--- src/rtl/scsi_regs_pkg.sv ---
package scsi_regs_pkg;

  localparam int DW = 8;
  localparam int AW = 3;

  // register addresses (read / write meaning differs per address)
  localparam logic [AW-1:0] ADR_DATA  = 3'd0;
  localparam logic [AW-1:0] ADR_ICMD  = 3'd1;
  localparam logic [AW-1:0] ADR_MODE  = 3'd2;
  localparam logic [AW-1:0] ADR_TCMD  = 3'd3;
  localparam logic [AW-1:0] ADR_STAT  = 3'd4;
  localparam logic [AW-1:0] ADR_BSTAT = 3'd5;
  localparam logic [AW-1:0] ADR_IDATA = 3'd6;
  localparam logic [AW-1:0] ADR_CLRI  = 3'd7;

  // initiator command bit positions
  localparam int IC_DATA = 0;
  localparam int IC_ATN  = 1;
  localparam int IC_SEL  = 2;
  localparam int IC_BSY  = 3;
  localparam int IC_ACK  = 4;
  localparam int IC_LOST = 5;
  localparam int IC_PROG = 6;
  localparam int IC_RST  = 7;
  localparam logic [DW-1:0] IC_STORE_MASK = 8'b1001_1111;

  // mode bit positions
  localparam int MD_ARB    = 0;
  localparam int MD_BSYMON = 2;
  localparam int MD_PARIE  = 4;
  localparam int MD_PARCHK = 5;
  localparam int MD_TGT    = 6;

  localparam int TC_W = 4;

  typedef struct packed {
    logic          rst;
    logic          bsy;
    logic          req;
    logic          msg;
    logic          cd;
    logic          io;
    logic          sel;
    logic          dbp;
    logic          atn;
    logic          ack;
    logic [DW-1:0] db;
  } bus_view_t;

  localparam int BUS_W = $bits(bus_view_t);

  // 1 when data plus parity hold an odd number of ones
  function automatic logic parity_ok(input logic [DW-1:0] d, input logic p);
    return ^{d, p};
  endfunction

  // parity bit giving an odd total with d
  function automatic logic parity_gen(input logic [DW-1:0] d);
    return ~(^d);
  endfunction

  function automatic logic phase_hit(input bus_view_t b, input logic [2:0] want);
    return {b.msg, b.cd, b.io} == want;
  endfunction

endpackage

--- src/rtl/scsi_bus_sync.sv ---
module scsi_bus_sync #(
  parameter int W      = 18,
  parameter int STAGES = 2
) (
  input  logic         clk,
  input  logic         rst_n,
  input  logic [W-1:0] d_i,
  output logic [W-1:0] q_o
);

  logic [STAGES-1:0][W-1:0] stg;

  always_ff @(posedge clk or negedge rst_n) begin
    if (!rst_n) begin
      stg <= '0;
    end else begin
      stg[0] <= d_i;
      for (int i = 1; i < STAGES; i++) stg[i] <= stg[i-1];
    end
  end

  assign q_o = stg[STAGES-1];

endmodule

--- src/rtl/scsi_arb_ctl.sv ---
module scsi_arb_ctl (
  input  logic clk,
  input  logic rst_n,
  input  logic arb_en,
  input  logic bus_bsy,
  input  logic bus_sel,
  input  logic own_sel,
  output logic in_prog,
  output logic lost
);

  logic win_evt;
  logic lose_evt;

  assign win_evt  = arb_en & ~in_prog & ~bus_bsy;
  assign lose_evt = arb_en & in_prog & bus_sel & ~own_sel;

  always_ff @(posedge clk or negedge rst_n) begin
    if (!rst_n) begin
      in_prog <= 1'b0;
      lost    <= 1'b0;
    end else if (!arb_en) begin
      in_prog <= 1'b0;
      lost    <= 1'b0;
    end else begin
      if (win_evt)  in_prog <= 1'b1;
      if (lose_evt) lost    <= 1'b1;
    end
  end

  assert_win_needs_free_R7: assert property (@(posedge clk) disable iff (!rst_n)
    $rose(in_prog) |-> ($past(arb_en) && !$past(bus_bsy)));

  assert_lost_implies_prog_R7: assert property (@(posedge clk) disable iff (!rst_n)
    lost |-> in_prog);

endmodule

--- src/rtl/scsi_irq_ctl.sv ---
module scsi_irq_ctl (
  input  logic clk,
  input  logic rst_n,
  input  logic clr,
  input  logic sel_evt,
  input  logic bsy_evt,
  input  logic par_evt,
  input  logic par_ie,
  output logic irq,
  output logic busy_err,
  output logic par_err
);

  logic irq_set;
  assign irq_set = sel_evt | bsy_evt | (par_evt & par_ie);

  always_ff @(posedge clk or negedge rst_n) begin
    if (!rst_n) begin
      irq      <= 1'b0;
      busy_err <= 1'b0;
      par_err  <= 1'b0;
    end else begin
      irq      <= irq_set | (irq & ~clr);
      busy_err <= bsy_evt | (busy_err & ~clr);
      par_err  <= par_evt | (par_err & ~clr);
    end
  end

  assert_clear_R12: assert property (@(posedge clk) disable iff (!rst_n)
    (clr && !irq_set) |=> !irq);

  assert_irq_cause_R10: assert property (@(posedge clk) disable iff (!rst_n)
    $rose(irq) |-> $past(irq_set));

  assert_busy_flag_R11: assert property (@(posedge clk) disable iff (!rst_n)
    bsy_evt |=> (busy_err && irq));

endmodule

--- src/rtl/scsi_ini_regcore.sv ---
module scsi_ini_regcore
  import scsi_regs_pkg::*;
#(
  parameter int SYNC_STAGES = 2
) (
  input  logic          clk,
  input  logic          rst_n,
  input  logic [AW-1:0] cpu_addr,
  input  logic          cpu_wr,
  input  logic          cpu_rd,
  input  logic [DW-1:0] cpu_wdata,
  output logic [DW-1:0] cpu_rdata,
  output logic          irq,
  input  logic          bus_rst_i,
  input  logic          bus_bsy_i,
  input  logic          bus_sel_i,
  input  logic          bus_atn_i,
  input  logic          bus_ack_i,
  input  logic          bus_req_i,
  input  logic          bus_msg_i,
  input  logic          bus_cd_i,
  input  logic          bus_io_i,
  input  logic [DW-1:0] bus_db_i,
  input  logic          bus_dbp_i,
  output logic          drv_rst_o,
  output logic          drv_bsy_o,
  output logic          drv_sel_o,
  output logic          drv_atn_o,
  output logic          drv_ack_o,
  output logic          drv_req_o,
  output logic          drv_msg_o,
  output logic          drv_cd_o,
  output logic          drv_io_o,
  output logic [DW-1:0] drv_db_o,
  output logic          drv_dbp_o,
  output logic          drv_db_en_o
);

  // ---------------- synchronized bus view ----------------
  bus_view_t        raw_v;
  bus_view_t        sv;
  logic [BUS_W-1:0] sv_bits;

  assign raw_v = {bus_rst_i, bus_bsy_i, bus_req_i, bus_msg_i, bus_cd_i, bus_io_i,
                  bus_sel_i, bus_dbp_i, bus_atn_i, bus_ack_i, bus_db_i};

  scsi_bus_sync #(.W(BUS_W), .STAGES(SYNC_STAGES)) u_sync (
    .clk   (clk),
    .rst_n (rst_n),
    .d_i   (raw_v),
    .q_o   (sv_bits)
  );
  assign sv = bus_view_t'(sv_bits);

  // ---------------- host registers ----------------
  logic [DW-1:0]   odr_q;
  logic [DW-1:0]   icmd_q;
  logic [DW-1:0]   mode_q;
  logic [TC_W-1:0] tcmd_q;
  logic [DW-1:0]   selen_q;
  logic [DW-1:0]   idr_q;
  logic            bsy_d_q, req_d_q, ack_d_q;

  always_ff @(posedge clk or negedge rst_n) begin
    if (!rst_n) begin
      odr_q   <= '0;
      icmd_q  <= '0;
      mode_q  <= '0;
      tcmd_q  <= '0;
      selen_q <= '0;
    end else if (cpu_wr) begin
      case (cpu_addr)
        ADR_DATA: odr_q   <= cpu_wdata;
        ADR_ICMD: icmd_q  <= cpu_wdata & IC_STORE_MASK;
        ADR_MODE: mode_q  <= cpu_wdata;
        ADR_TCMD: tcmd_q  <= cpu_wdata[TC_W-1:0];
        ADR_STAT: selen_q <= cpu_wdata;
        default: ;
      endcase
    end
  end

  // ---------------- event detection (named for assertions) ----------------
  logic latch_evt, par_evt, bsy_evt, sel_evt, clr_evt, phase_match;

  assign latch_evt   = mode_q[MD_TGT] ? (ack_d_q & ~sv.ack) : (req_d_q & ~sv.req);
  assign par_evt     = latch_evt & mode_q[MD_PARCHK] & ~parity_ok(sv.db, sv.dbp);
  assign bsy_evt     = mode_q[MD_BSYMON] & bsy_d_q & ~sv.bsy;
  assign sel_evt     = ~sv.bsy & sv.sel & (|(sv.db & selen_q));
  assign clr_evt     = cpu_rd & (cpu_addr == ADR_CLRI);
  assign phase_match = phase_hit(sv, tcmd_q[2:0]);

  always_ff @(posedge clk or negedge rst_n) begin
    if (!rst_n) begin
      idr_q   <= '0;
      bsy_d_q <= 1'b0;
      req_d_q <= 1'b0;
      ack_d_q <= 1'b0;
    end else begin
      if (latch_evt) idr_q <= sv.db;
      bsy_d_q <= sv.bsy;
      req_d_q <= sv.req;
      ack_d_q <= sv.ack;
    end
  end

  // ---------------- arbitration and interrupt ----------------
  logic arb_prog, arb_lost, busy_err, par_err;

  scsi_arb_ctl u_arb (
    .clk     (clk),
    .rst_n   (rst_n),
    .arb_en  (mode_q[MD_ARB]),
    .bus_bsy (sv.bsy),
    .bus_sel (sv.sel),
    .own_sel (icmd_q[IC_SEL]),
    .in_prog (arb_prog),
    .lost    (arb_lost)
  );

  scsi_irq_ctl u_irq (
    .clk      (clk),
    .rst_n    (rst_n),
    .clr      (clr_evt),
    .sel_evt  (sel_evt),
    .bsy_evt  (bsy_evt),
    .par_evt  (par_evt),
    .par_ie   (mode_q[MD_PARIE]),
    .irq      (irq),
    .busy_err (busy_err),
    .par_err  (par_err)
  );

  // ---------------- read mux ----------------
  always_comb begin
    cpu_rdata = '0;
    case (cpu_addr)
      ADR_DATA:  cpu_rdata = sv.db;
      ADR_ICMD: begin
        cpu_rdata          = icmd_q;
        cpu_rdata[IC_PROG] = arb_prog;
        cpu_rdata[IC_LOST] = arb_lost;
      end
      ADR_MODE:  cpu_rdata = mode_q;
      ADR_TCMD:  cpu_rdata = {{(DW-TC_W){1'b0}}, tcmd_q};
      ADR_STAT:  cpu_rdata = {sv.rst, sv.bsy, sv.req, sv.msg, sv.cd, sv.io, sv.sel, sv.dbp};
      ADR_BSTAT: cpu_rdata = {2'b00, par_err, irq, phase_match, busy_err, sv.atn, sv.ack};
      ADR_IDATA: cpu_rdata = idr_q;
      default:   cpu_rdata = '0;
    endcase
  end

  // ---------------- bus drive ----------------
  assign drv_rst_o   = icmd_q[IC_RST];
  assign drv_ack_o   = icmd_q[IC_ACK];
  assign drv_sel_o   = icmd_q[IC_SEL];
  assign drv_atn_o   = icmd_q[IC_ATN];
  assign drv_bsy_o   = icmd_q[IC_BSY] | arb_prog;
  assign drv_req_o   = mode_q[MD_TGT] & tcmd_q[3];
  assign drv_msg_o   = mode_q[MD_TGT] & tcmd_q[2];
  assign drv_cd_o    = mode_q[MD_TGT] & tcmd_q[1];
  assign drv_io_o    = mode_q[MD_TGT] & tcmd_q[0];
  assign drv_db_o    = odr_q;
  assign drv_dbp_o   = parity_gen(odr_q);
  assign drv_db_en_o = mode_q[MD_ARB] | (icmd_q[IC_DATA] & phase_match);

  assert_latch_R8: assert property (@(posedge clk) disable iff (!rst_n)
    latch_evt |=> (idr_q == $past(sv.db)));

endmodule

--- config.mk ---
export PLATFORM = sky130hd
export DESIGN_NAME = scsi_ini_regcore
export DESIGN_NICKNAME = d
export VERILOG_FILES = /design/src/rtl/scsi_regs_pkg.sv /design/src/rtl/scsi_bus_sync.sv /design/src/rtl/scsi_arb_ctl.sv /design/src/rtl/scsi_irq_ctl.sv /design/src/rtl/scsi_ini_regcore.sv
export SDC_FILE = /design/constraint.sdc
export NUM_CORES = 1
export LEC_CHECK = 0
export CORE_MARGIN = 3
export CORE_UTILIZATION = 49
export CTS_BUF_LIST = sky130_fd_sc_hd__clkbuf_4 sky130_fd_sc_hd__clkbuf_8 sky130_fd_sc_hd__clkbuf_16
export DETAILED_ROUTE_END_ITERATION = 8
export DONT_BUFFER_PORTS = 1
export GPL_ROUTABILITY_DRIVEN = 0
export PLACE_DENSITY = 0.66
export SLEW_MARGIN = 20
export SYNTH_ARGS = -nofsm -noshare
export SYNTH_HDL_FRONTEND = slang
export SYNTH_HIERARCHICAL = 1
export SYNTH_SLANG_ARGS = --single-unit
--- constraint.sdc ---
create_clock -name clk -period 1.5 [get_ports clk]
set_clock_uncertainty 0.05 [all_clocks]
set_input_delay 0.3 -clock clk [delete_from_list [all_inputs] [get_ports clk]]
set_output_delay 0.3 -clock clk [all_outputs]
set_load 0.02 [all_outputs]
==> results of run 1 <==
-- registers in the layout, indices dropped and copies added (netlist names), 4 cells and up --
register	count
drv_db_o	8
tcmd_q	4
u_sync/q_o	18
idr_q	8
icmd_q	6
u_sync/stg	18
selen_q	8
mode_q	8
-- power groups by stage --
stage	sequential (mW)	clock, mW	combinational, mW
4_1_cts	2.94	1.60	1.54
3_5_place_dp	2.99	0	1.33
3_3_place_gp	2.97	0	1.31
5_1_grt	2.99	1.68	1.72
2_1_floorplan	2.99	0	1.02
6_report	2.95	1.54	1.61
-- cell families after synthesis --
| kind of cell | Yosys count | share of synthesized area |
|---|---|---|
| AOI/OAI and AO/OA | 29 | 0.0610 |
| xor gates and xnor gates | 15 | 0.0425 |
| buffers and inverters | 35 | 0.0647 |
| DFF | 86 | 0.570 |
| muxes | 54 | 0.176 |
| and+or+nand+nor | 47 | 0.0852 |
-- timing repair --
item	in CTS	in global routing
setup endpoints to repair	25	24
pin swaps	13	9
resized for setup	38	8
cloned	0	0
buffers inserted	9	3
endpoints found under the hold margin	104	86
-- metrics by stage --
step	TNS [ns]	power, mW	area, µm²	worst slack, ns	hold WS [ns]
after global routing	-6.03	6.39	4560	-0.462	-0.453
after detailed placement	-0.641	4.32	3940	-0.125	-0.0425
final	-4.67	6.09	4560	-0.409	-0.423
after CTS	-5.10	6.08	4500	-0.425	-0.443
after global placement	-0.552	4.28	3940	-0.0887	-0.0433
after floorplan	-0.113	4.01	3830	-0.0849	-0.0456
-- layout by cell type (no fill, tap or decap), drive strengths merged, types with 4 or more instances in the layout --
master	Yosys	final
mux2	43	43
a21oi	4	4
nor2	4	4
mux2i	6	6
dlygate4sd3	0	18
inv	9	13
nand2	9	9
clkbuf	0	9
buf	26	39
nand3	6	6
xnor2	9	9
mux4	5	5
xor2	4	4
dfrtp	86	86
nand2b	5	5
and2	4	4
-- how the worst min path moves through the flow --
| stage | depth (start not counted) | endpoint | startpoint |
|---|---|---|---|
| finish | 0 | u_sync/q_o[14] | rst_n |
| global route | 0 | selen_q[0] | rst_n |
| CTS | 0 | u_sync/stg[16] | rst_n |
| detailed placement | 0 | u_sync/q_o[14] | rst_n |
| global placement | 0 | u_sync/stg[12] | rst_n |
| floorplan | 0 | ack_d_q | rst_n |
-- metal layers --
metal,GRT usage,wire [µm]
met1,0.256,3390
met4,0.0698,166
met3,0.0721,525
met2,0.307,3880
met5,0,0
-- cell type report --
type	instances	share of cell area
timing repair buffer	57	0.116
tap	99	0.0271
sequential	86	0.472
inverter	9	0.00740
clock inverter	7	0.0143
clock buffer	9	0.0271
multi-input combinational	145	0.336
==> run metrics, run 1 <==
status complete, but fails checks; failing checks hold timing, setup timing; H-tree Lvls 3; crit path time final 1.91 ns; drt total wl 7960 µm; Setup CP Type reg2out; Total Routing Usage GR 0.198; die height 93.7 µm; Int Power about 4.2 mW; Yosys top cell by area dfrtp_1; Non-Filler Instances just over 400; CP Launch Type flip-flop; cell family with most CP delay compound AO/OA/AOI/OAI gates; first-pass GRT wire length between 10,000 and 15,000 µm; NetSw 1.90 mW; Post-Place Cells 367; period utilisation layout 1.27; top cells by area, synth dfrtp_1 57%, mux2_2 13%, buf_4 4.2%, xnor2_1 2.1%, mux4_2 1.8%; area of the multi-input gates about 1500 µm²; DPL Wire Length approximately 5400 µm; Ports between 60 and 70; library cells used by synthesis 55; Wirelength per Cell 19.3 µm; Initial Util 0.512; FF+latch count, synth 86; average instance area after synthesis between 10 and 15 µm²; final worst slack -0.409 ns; Crit. path cell count 3; r2r setup slk -0.18 ns; Residual DRC 0; CP Cell Sequence xor2_1, o311ai_1, a32o_2; antenna-violating nets left 0; PwrDens 1340 nW/µm²; IO Port Bufs 0; Antenna Cells 0; Num CTS Buffers 9; CP bufs+invs 0; synthesized instance count 266; slowest stage cell, crit path dfrtp_1; commonest cells in the netlist 86 x dfrtp_1, 43 x mux2_2, 21 x buf_4; layout cells sized above 1 0.441; Slew Viols, Final 0; WHS -0.423 ns; Congestion Overflow GR 0; maximum vdd drop 0.839 mV; largest fanout on the critical path 2; die area 8790 µm²; post-synth top area share 0.570; Clock Latency Late Sink approximately 0.36 ns; crit end category output pin; register area 2150 µm²; Hold Vio Cnt, Final 86; CP startpoint tcmd_q[2]; core area 7370 µm²; Root Buffer clkbuf_8; vias in the first global route 2,336; fill count approximately 580; f_max 0.524 GHz; Layout area overhead 21.0%; die width 93.7 µm; CP peak stage delay 0.40 ns; critical path capture point cpu_rdata[3]; largest net degree at the start of global routing 87; Post-Synthesis Cell Area around 3800 µm²; number of enable flip-flop cells after synthesis 0; cells on worst reg2reg path 6; Critical Path RT 1.15 ns; num rows 31; sequential share of power 0.484; max_slew headroom 0.701; DR iter-0 viols between 100 and 150; Lkg Pwr 2.03 nW; clk slew on worst S/H paths ~0.09 ns; vias per cell roughly 5.4; ys async rst share 1.00; R2R Path End u_irq/irq; worst r2r src u_sync/q_o[5]; top-count cell post-synth dfrtp_1; RSZ-0062 raised after global routing true; Hold WC Path Type in2async; routed vias 2,215; CTS tree yes; final core utilization 0.619; final setup fails 24; ys flop type dfrtp_1; sequential area share after synthesis 0.570; Final #Nets roughly 340; Max-cap violations 0; Worst-Margin Slew roughly 0.45 ns; Comb power frac 0.264; Critical Path AT 1.56 ns; syn nets 299; initial antenna violation count 0; Yosys warnings 6; Clk network pwr share 0.252; clock sink count 86; CTS max path bufs 2; # hold bufs at CTS 18; DRT Pass-1 Iters 4; Sw Share 0.312
(Power assumes the default switching activity.)
==> inputs of run 2 (changes only) <==
==> constraint.sdc (replaced) <==
create_clock -name clk -period 1.5 [get_ports clk]
set_clock_uncertainty 0.05 [all_clocks]
set_input_delay 0.3 -clock clk [delete_from_list [all_inputs] [get_ports clk]]
set_output_delay 0.3 -clock clk [all_outputs]
set_load 0.05 [all_outputs]
==> run 2 against run 1 <==
The flow still finishes with violations (hold timing, setup timing). Sequential share of layout area down 2.9 points. Worst setup slack got worse by 0.046 ns. Total power up 18%. Wire length is 8.5% higher. Utilization rose by 4.6 points. Die area unchanged. Clock power increased by 8%. Sequential power barely moved. Largest cell class unchanged. Highest routed layer unchanged.
==> run metrics, run 2 (same netlist as run 1, synthesis figures left out) <==
Comb power frac 0.363 (+0.099); die width 93.7 µm (unchanged); layout cells sized above 1 0.537 (+0.0964); vias in the first global route 2,432 (+4.1%); Int Power 4.74 mW (+13%); # hold bufs at CTS 18 (unchanged); crit end category output pin; num rows 31 (unchanged); sequential share of power 0.408 (-0.076); Congestion Overflow GR 0 (unchanged); Non-Filler Instances 434 (+5.3%); most common cell after layout, fill and taps aside dfrtp_1; NetSw 2.48 mW (+30%); status complete, but fails checks; final core utilization 0.665 (+0.0455); Total Routing Usage GR 0.208 (+0.0101); failing checks hold timing, setup timing; Root Buffer clkbuf_8; Worst-Margin Slew 0.469 ns (+0.0217 ns); final setup fails 24 (unchanged); CP peak stage delay 0.41 ns (about the same); Hold Vio Cnt, Final 86 (unchanged); largest net degree at the start of global routing 87 (unchanged); RSZ-0062 raised after global routing true; CTS max path bufs 2 (unchanged); DRT Pass-1 Iters 4 (unchanged); DPL Wire Length 5690 µm (+5.6%); IO Port Bufs 0 (unchanged); DR iter-0 viols 176 (+48%); Layout area overhead 29.9%; antenna-violating nets left 0 (unchanged); crit path time final 1.95 ns (+0.0456 ns); Critical Path RT 1.15 ns (about the same); slowest stage cell, crit path dfrtp_1; Clock Latency Late Sink 0.35 ns (about the same); Antenna Cells 0 (unchanged); f_max 0.512 GHz (-2.3%); die area 8790 µm² (unchanged); final worst slack -0.455 ns (-0.0456 ns); Max-cap violations 0 (unchanged); Critical Path AT 1.60 ns (+0.04 ns); CP Launch Type flip-flop; core area 7370 µm² (unchanged); largest fanout on the critical path 3 (+1); first-pass GRT wire length 13,500 µm (+5.8%); routed vias 2,351 (+6.1%); Lkg Pwr 2.16 nW (+6.8%); design area 4900 µm² (+7.3%); vias per cell 5.42 (+0.76%); DP Area 4230 µm² (+7.3%); Final #Nets 363 (+6.5%); clk slew on worst S/H paths 0.09 ns (about the same); max_slew headroom 0.687 (-0.0145); initial antenna violation count 0 (unchanged); Num CTS Buffers 9 (unchanged); Initial Util 0.512 (unchanged); clock sink count 86 (unchanged); Setup CP Type reg2out; H-tree Lvls 3 (unchanged); drt total wl 8630 µm (+8.5%); Hold WC Path Type in2async; Sw Share 0.343 (+0.0314); die height 93.7 µm (unchanged); PwrDens 1470 nW/µm² (+10%); WHS -0.413 ns (+0.0106 ns); Post-Place Cells 382 (+4.1%); Wirelength per Cell 19.9 µm (+3.0%); maximum vdd drop 0.821 mV (-2.2%); Power, Total 7.22 mW (+18%); Slew Viols, Final 0 (unchanged); period utilisation layout 1.30 (+0.0304); CP Cell Sequence xor2_1, o311ai_1, a32o_2, buf_12; Ports 61 (unchanged); Clk network pwr share 0.230 (-0.022); commonest non-fill, non-tap cells in the layout 74 x dfrtp_1, 44 x buf_4, 34 x mux2_2; Residual DRC 0 (unchanged); CTS tree yes
==> run 2: cell count changes in the layout (fill, tap and decap cells not counted), moves of 2 or more <==
cell / delta
buf_12: +2
dfrtp_1: -11
xnor2_1: -4
clkinvlp_4: +2
dfrtp_2: +11
nand3_2: +2
buf_6: +5
xnor2_2: +3
buf_4: +14
==> run 2: per-stage QoR <==
stage               TNS, ns  worst slack [ns]
detailed placement   -0.997            -0.126
global route          -6.81            -0.515
floorplan            -0.555            -0.120
finish                -5.69            -0.455
global placement     -0.816            -0.104
CTS                   -5.19            -0.468
==> run 2: area by class of cell <==
type | instances | area, µm²
clock buffer | 9 | 124
tap | 99 | 124
fill | 547 | 2470
sequential | 86 | 2170
multi-input combinational | 145 | 1630
clock inverter | 7 | 80.1
inverter | 9 | 33.8
timing repair buffer | 79 | 744
==> run 2: routing by layer <==
metal  global-route usage  vias to the layer above  share of wire
li1                     -                     1054              -
met1                0.281                     1234           0.43
met2                0.330                       57           0.51
met3               0.0569                        6          0.052
met4               0.0590                        0         0.0088
met5                    0                        -              0
==> run 2: what timing repair did <==
action / CTS / global route
setup endpoints to repair: 25 / 25
resized for setup: 34 / 6
setup buffers: 14 / 4
pin swaps: 17 / 16
hold endpoints to repair: 104 / 86
==> run 2: worst max-delay path, delay by kind of cell, from the launching register on <==
family / cells / cell delay [ns]
flops: 1 / 0.41
compound gates: 2 / 0.53
buf+inv: 1 / 0.14
xor+xnor: 1 / 0.18
==> run 2: power groups by stage <==
stage	Clock, mW	Combinational (mW)	Sequential (mW)
2_1_floorplan	0	1.51	3.19
3_3_place_gp	0	2.32	2.98
3_5_place_dp	0	2.37	2.99
4_1_cts	1.69	2.58	2.93
5_1_grt	1.80	2.75	2.98
6_report	1.66	2.62	2.94
==> run 2: final timing paths <==
| kind | startpoint | to | slack (ns) | cells past startpoint |
|---|---|---|---|---|
| worst max-delay path | tcmd_q[2] | cpu_rdata[3] | -0.45 | 4 |
| worst min-delay path | rst_n | u_sync/stg[0] | -0.41 | 0 |
| worst max register to register | u_sync/q_o[0] | u_irq/irq | -0.21 | 6 |
| worst min register to register | u_sync/stg[16] | u_sync/q_o[16] | 0.30 | 0 |
| max in group asynchronous | rst_n | drv_db_o[6] | 1.67 | 0 |
| min in group clk | cpu_wdata[2] | icmd_q[2] | 0.05 | 1 |
==> inputs of run 3 (changes only) <==
--- a/config.mk
+++ b/config.mk
@@ -5,13 +5,14 @@
 export SDC_FILE = /design/constraint.sdc
 export NUM_CORES = 1
 export LEC_CHECK = 0
-export CORE_MARGIN = 3
+export CORE_MARGIN = 2
 export CORE_UTILIZATION = 49
 export CTS_BUF_LIST = sky130_fd_sc_hd__clkbuf_4 sky130_fd_sc_hd__clkbuf_8 sky130_fd_sc_hd__clkbuf_16
 export DETAILED_ROUTE_END_ITERATION = 8
 export DONT_BUFFER_PORTS = 1
 export GPL_ROUTABILITY_DRIVEN = 0
 export PLACE_DENSITY = 0.66
+export REMOVE_ABC_BUFFERS = 1
 export SLEW_MARGIN = 20
 export SYNTH_ARGS = -nofsm -noshare
 export SYNTH_HDL_FRONTEND = slang
==> run 3 against run 2 <==
The run still ends with hold timing, setup timing left. Sequential power barely moved. Combinational power fell by 8.0%. Register-to-register slack got worse by 0.06 ns. Final cell count rose by 0.92%. Global-route usage rose by 0.76 points. Critical path type unchanged. Flip-flop and latch count did not move. Worst hold slack got worse by 0.020 ns.
==> run metrics, run 3 (same netlist as run 1, synthesis figures left out) <==
# hold bufs at CTS 18 (unchanged); CTS max path bufs 2 (unchanged); vias in the first global route 2,409 (-0.95%); core area 7370 µm² (unchanged); drt total wl 8520 µm (-1.3%); fill count 561 (+2.6%); cell family with most CP delay compound AO/OA/AOI/OAI gates; antenna-violating nets left 0 (unchanged); die width 91.7 µm (-2.1%); Max-cap violations 0 (unchanged); f_max 0.493 GHz (-3.7%); Total Routing Usage GR 0.215 (+0.00759); Num CTS Buffers 9 (unchanged); Slew Viols, Final 0 (unchanged); clk slew on worst S/H paths 0.09 ns (about the same); Clock Latency Late Sink 0.37 ns (+0.02 ns); final setup fails 24 (unchanged); IO Port Bufs 0 (unchanged); die height 91.7 µm (-2.1%); Final #Nets 367 (+1.1%); CTS tree yes; crit path time final 2.03 ns (+0.0751 ns); die area 8420 µm² (-4.2%); clock sink count 86 (unchanged); Root Buffer clkbuf_8; setup TNS -6.67 ns (-0.986 ns); RSZ-0062 raised after global routing true; crit end category output pin; slowest stage cell, crit path dfrtp_1; H-tree Lvls 3 (unchanged); failing checks hold timing, setup timing; CP Launch Type flip-flop; DRT Pass-1 Iters 4 (unchanged); PwrDens 1430 nW/µm² (-2.6%); largest fanout on the critical path 2 (-1); DR iter-0 viols 113 (-36%); status complete, but fails checks; Lkg Pwr 2.19 nW (+1.2%); Ports 61 (unchanged); Congestion Overflow GR 0 (unchanged); period utilisation layout 1.35 (+0.0501); most common cell after layout, fill and taps aside dfrtp_1; first-pass GRT wire length 13,200 µm (-2.0%); commonest non-fill, non-tap cells in the layout 86 x dfrtp_1, 39 x buf_4, 35 x mux2_2; maximum vdd drop 0.704 mV (-14%); Wirelength per Cell 19.5 µm (-2.2%); CP Cell Sequence xor2_2, o311ai_2, a32o_2, buf_12; Setup CP Type reg2out; largest net degree at the start of global routing 87 (unchanged); vias per cell 5.32 (-1.8%); Hold WC Path Type in2async; Setup WS pre-CTS -0.215 ns (-0.0895 ns); Critical Path RT 1.15 ns (about the same); Antenna Cells 0 (unchanged); routed vias 2,329 (-0.94%); Hold Vio Cnt, Final 86 (unchanged); layout cells sized above 1 0.493 (-0.0447); CP peak stage delay 0.42 ns (about the same); Layout area overhead 29.5%; Worst-Margin Slew 0.491 ns (+0.0219 ns); max_slew headroom 0.672 (-0.0146); DPL Wire Length 5450 µm (-4.1%); Initial Util 0.512 (unchanged); initial antenna violation count 0 (unchanged); WHS -0.433 ns (-0.0204 ns); CP bufs+invs 1 (unchanged); final worst slack -0.530 ns (-0.0751 ns); Critical Path AT 1.68 ns (+0.08 ns); num rows 31 (unchanged); Residual DRC 0 (unchanged)
==> run 3: cell count changes in the layout (fill, tap and decap cells not counted), sizes merged <==
cell	delta
buf	+4
clkbuf	+3
inv	-3
clkinv	+2
clkinvlp	-2
==> run 3: worst paths after layout <==
| path | to | cells after the start | slack [ns] | startpoint |
|---|---|---|---|---|
| worst max-delay path | cpu_rdata[3] | 4 | -0.53 | u_sync/q_o[13] |
| worst max register to register | u_irq/irq | 7 | -0.27 | u_sync/q_o[0] |
| min in group clk | mode_q[5] | 1 | 0.03 | cpu_wdata[5] |
| max in group asynchronous | drv_db_o[5] | 0 | 1.72 | rst_n |
| worst min register to register | u_sync/q_o[15] | 0 | 0.30 | u_sync/stg[15] |
| worst min-delay path | idr_q[2] | 0 | -0.43 | rst_n |
==> run 3: cell type report <==
cell class | count | area (µm²) | area share
clock buffer | 12 | 159 | 0.0325
clock inverter | 4 | 45.0 | 0.00922
inverter | 9 | 33.8 | 0.00692
multi-input combinational | 145 | 1550 | 0.317
sequential | 86 | 2150 | 0.441
tap | 99 | 124 | 0.0254
timing repair buffer | 83 | 821 | 0.168
==> run 3: worst reg2reg max path, stage by stage (launching register included) <==
cell      delay [ns]
dfrtp_1         0.42
buf_6           0.14
buf_4           0.14
xnor2_2         0.15
xnor3_1         0.26
mux2i_2         0.18
a211oi_1        0.25
o21ai_1         0.09
==> run 3: per-layer routing <==
metal | up-vias | share of wire | global-route usage | wire length (µm)
met1 | 1197 | 0.44 | 0.281 | 3760
li1 | 1058 | - | - | -
met3 | 9 | 0.039 | 0.0600 | 330
met5 | - | 0 | 0 | 0
met4 | 0 | 0.012 | 0.0672 | 99
met2 | 65 | 0.51 | 0.353 | 4330
==> run 3: through the flow <==
stage	cells	cell area, µm²	utilization	power, mW
after floorplan	240	3560	-	4.30
after global placement	392	4150	0.563	4.94
after detailed placement	392	4150	0.563	4.99
after CTS	436	4790	0.650	6.93
after global routing	438	4880	0.663	7.31
final	438	4880	0.663	7.01
==> run 3: timing repair <==
item / in CTS / in global routing
pin swaps: 16 / 13
hold endpoints to repair: 104 / 86
resized for setup: 54 / 15
setup endpoints to repair: 25 / 25
buffers inserted: 10 / 5
==> run 3: report_power, final <==
part,switching [mW],internal (mW),leakage (nW)
sequential,0.243,2.67,1.02
combinational,1.27,1.14,1.07
clock,0.812,0.871,0.110
total,2.32,4.69,2.19
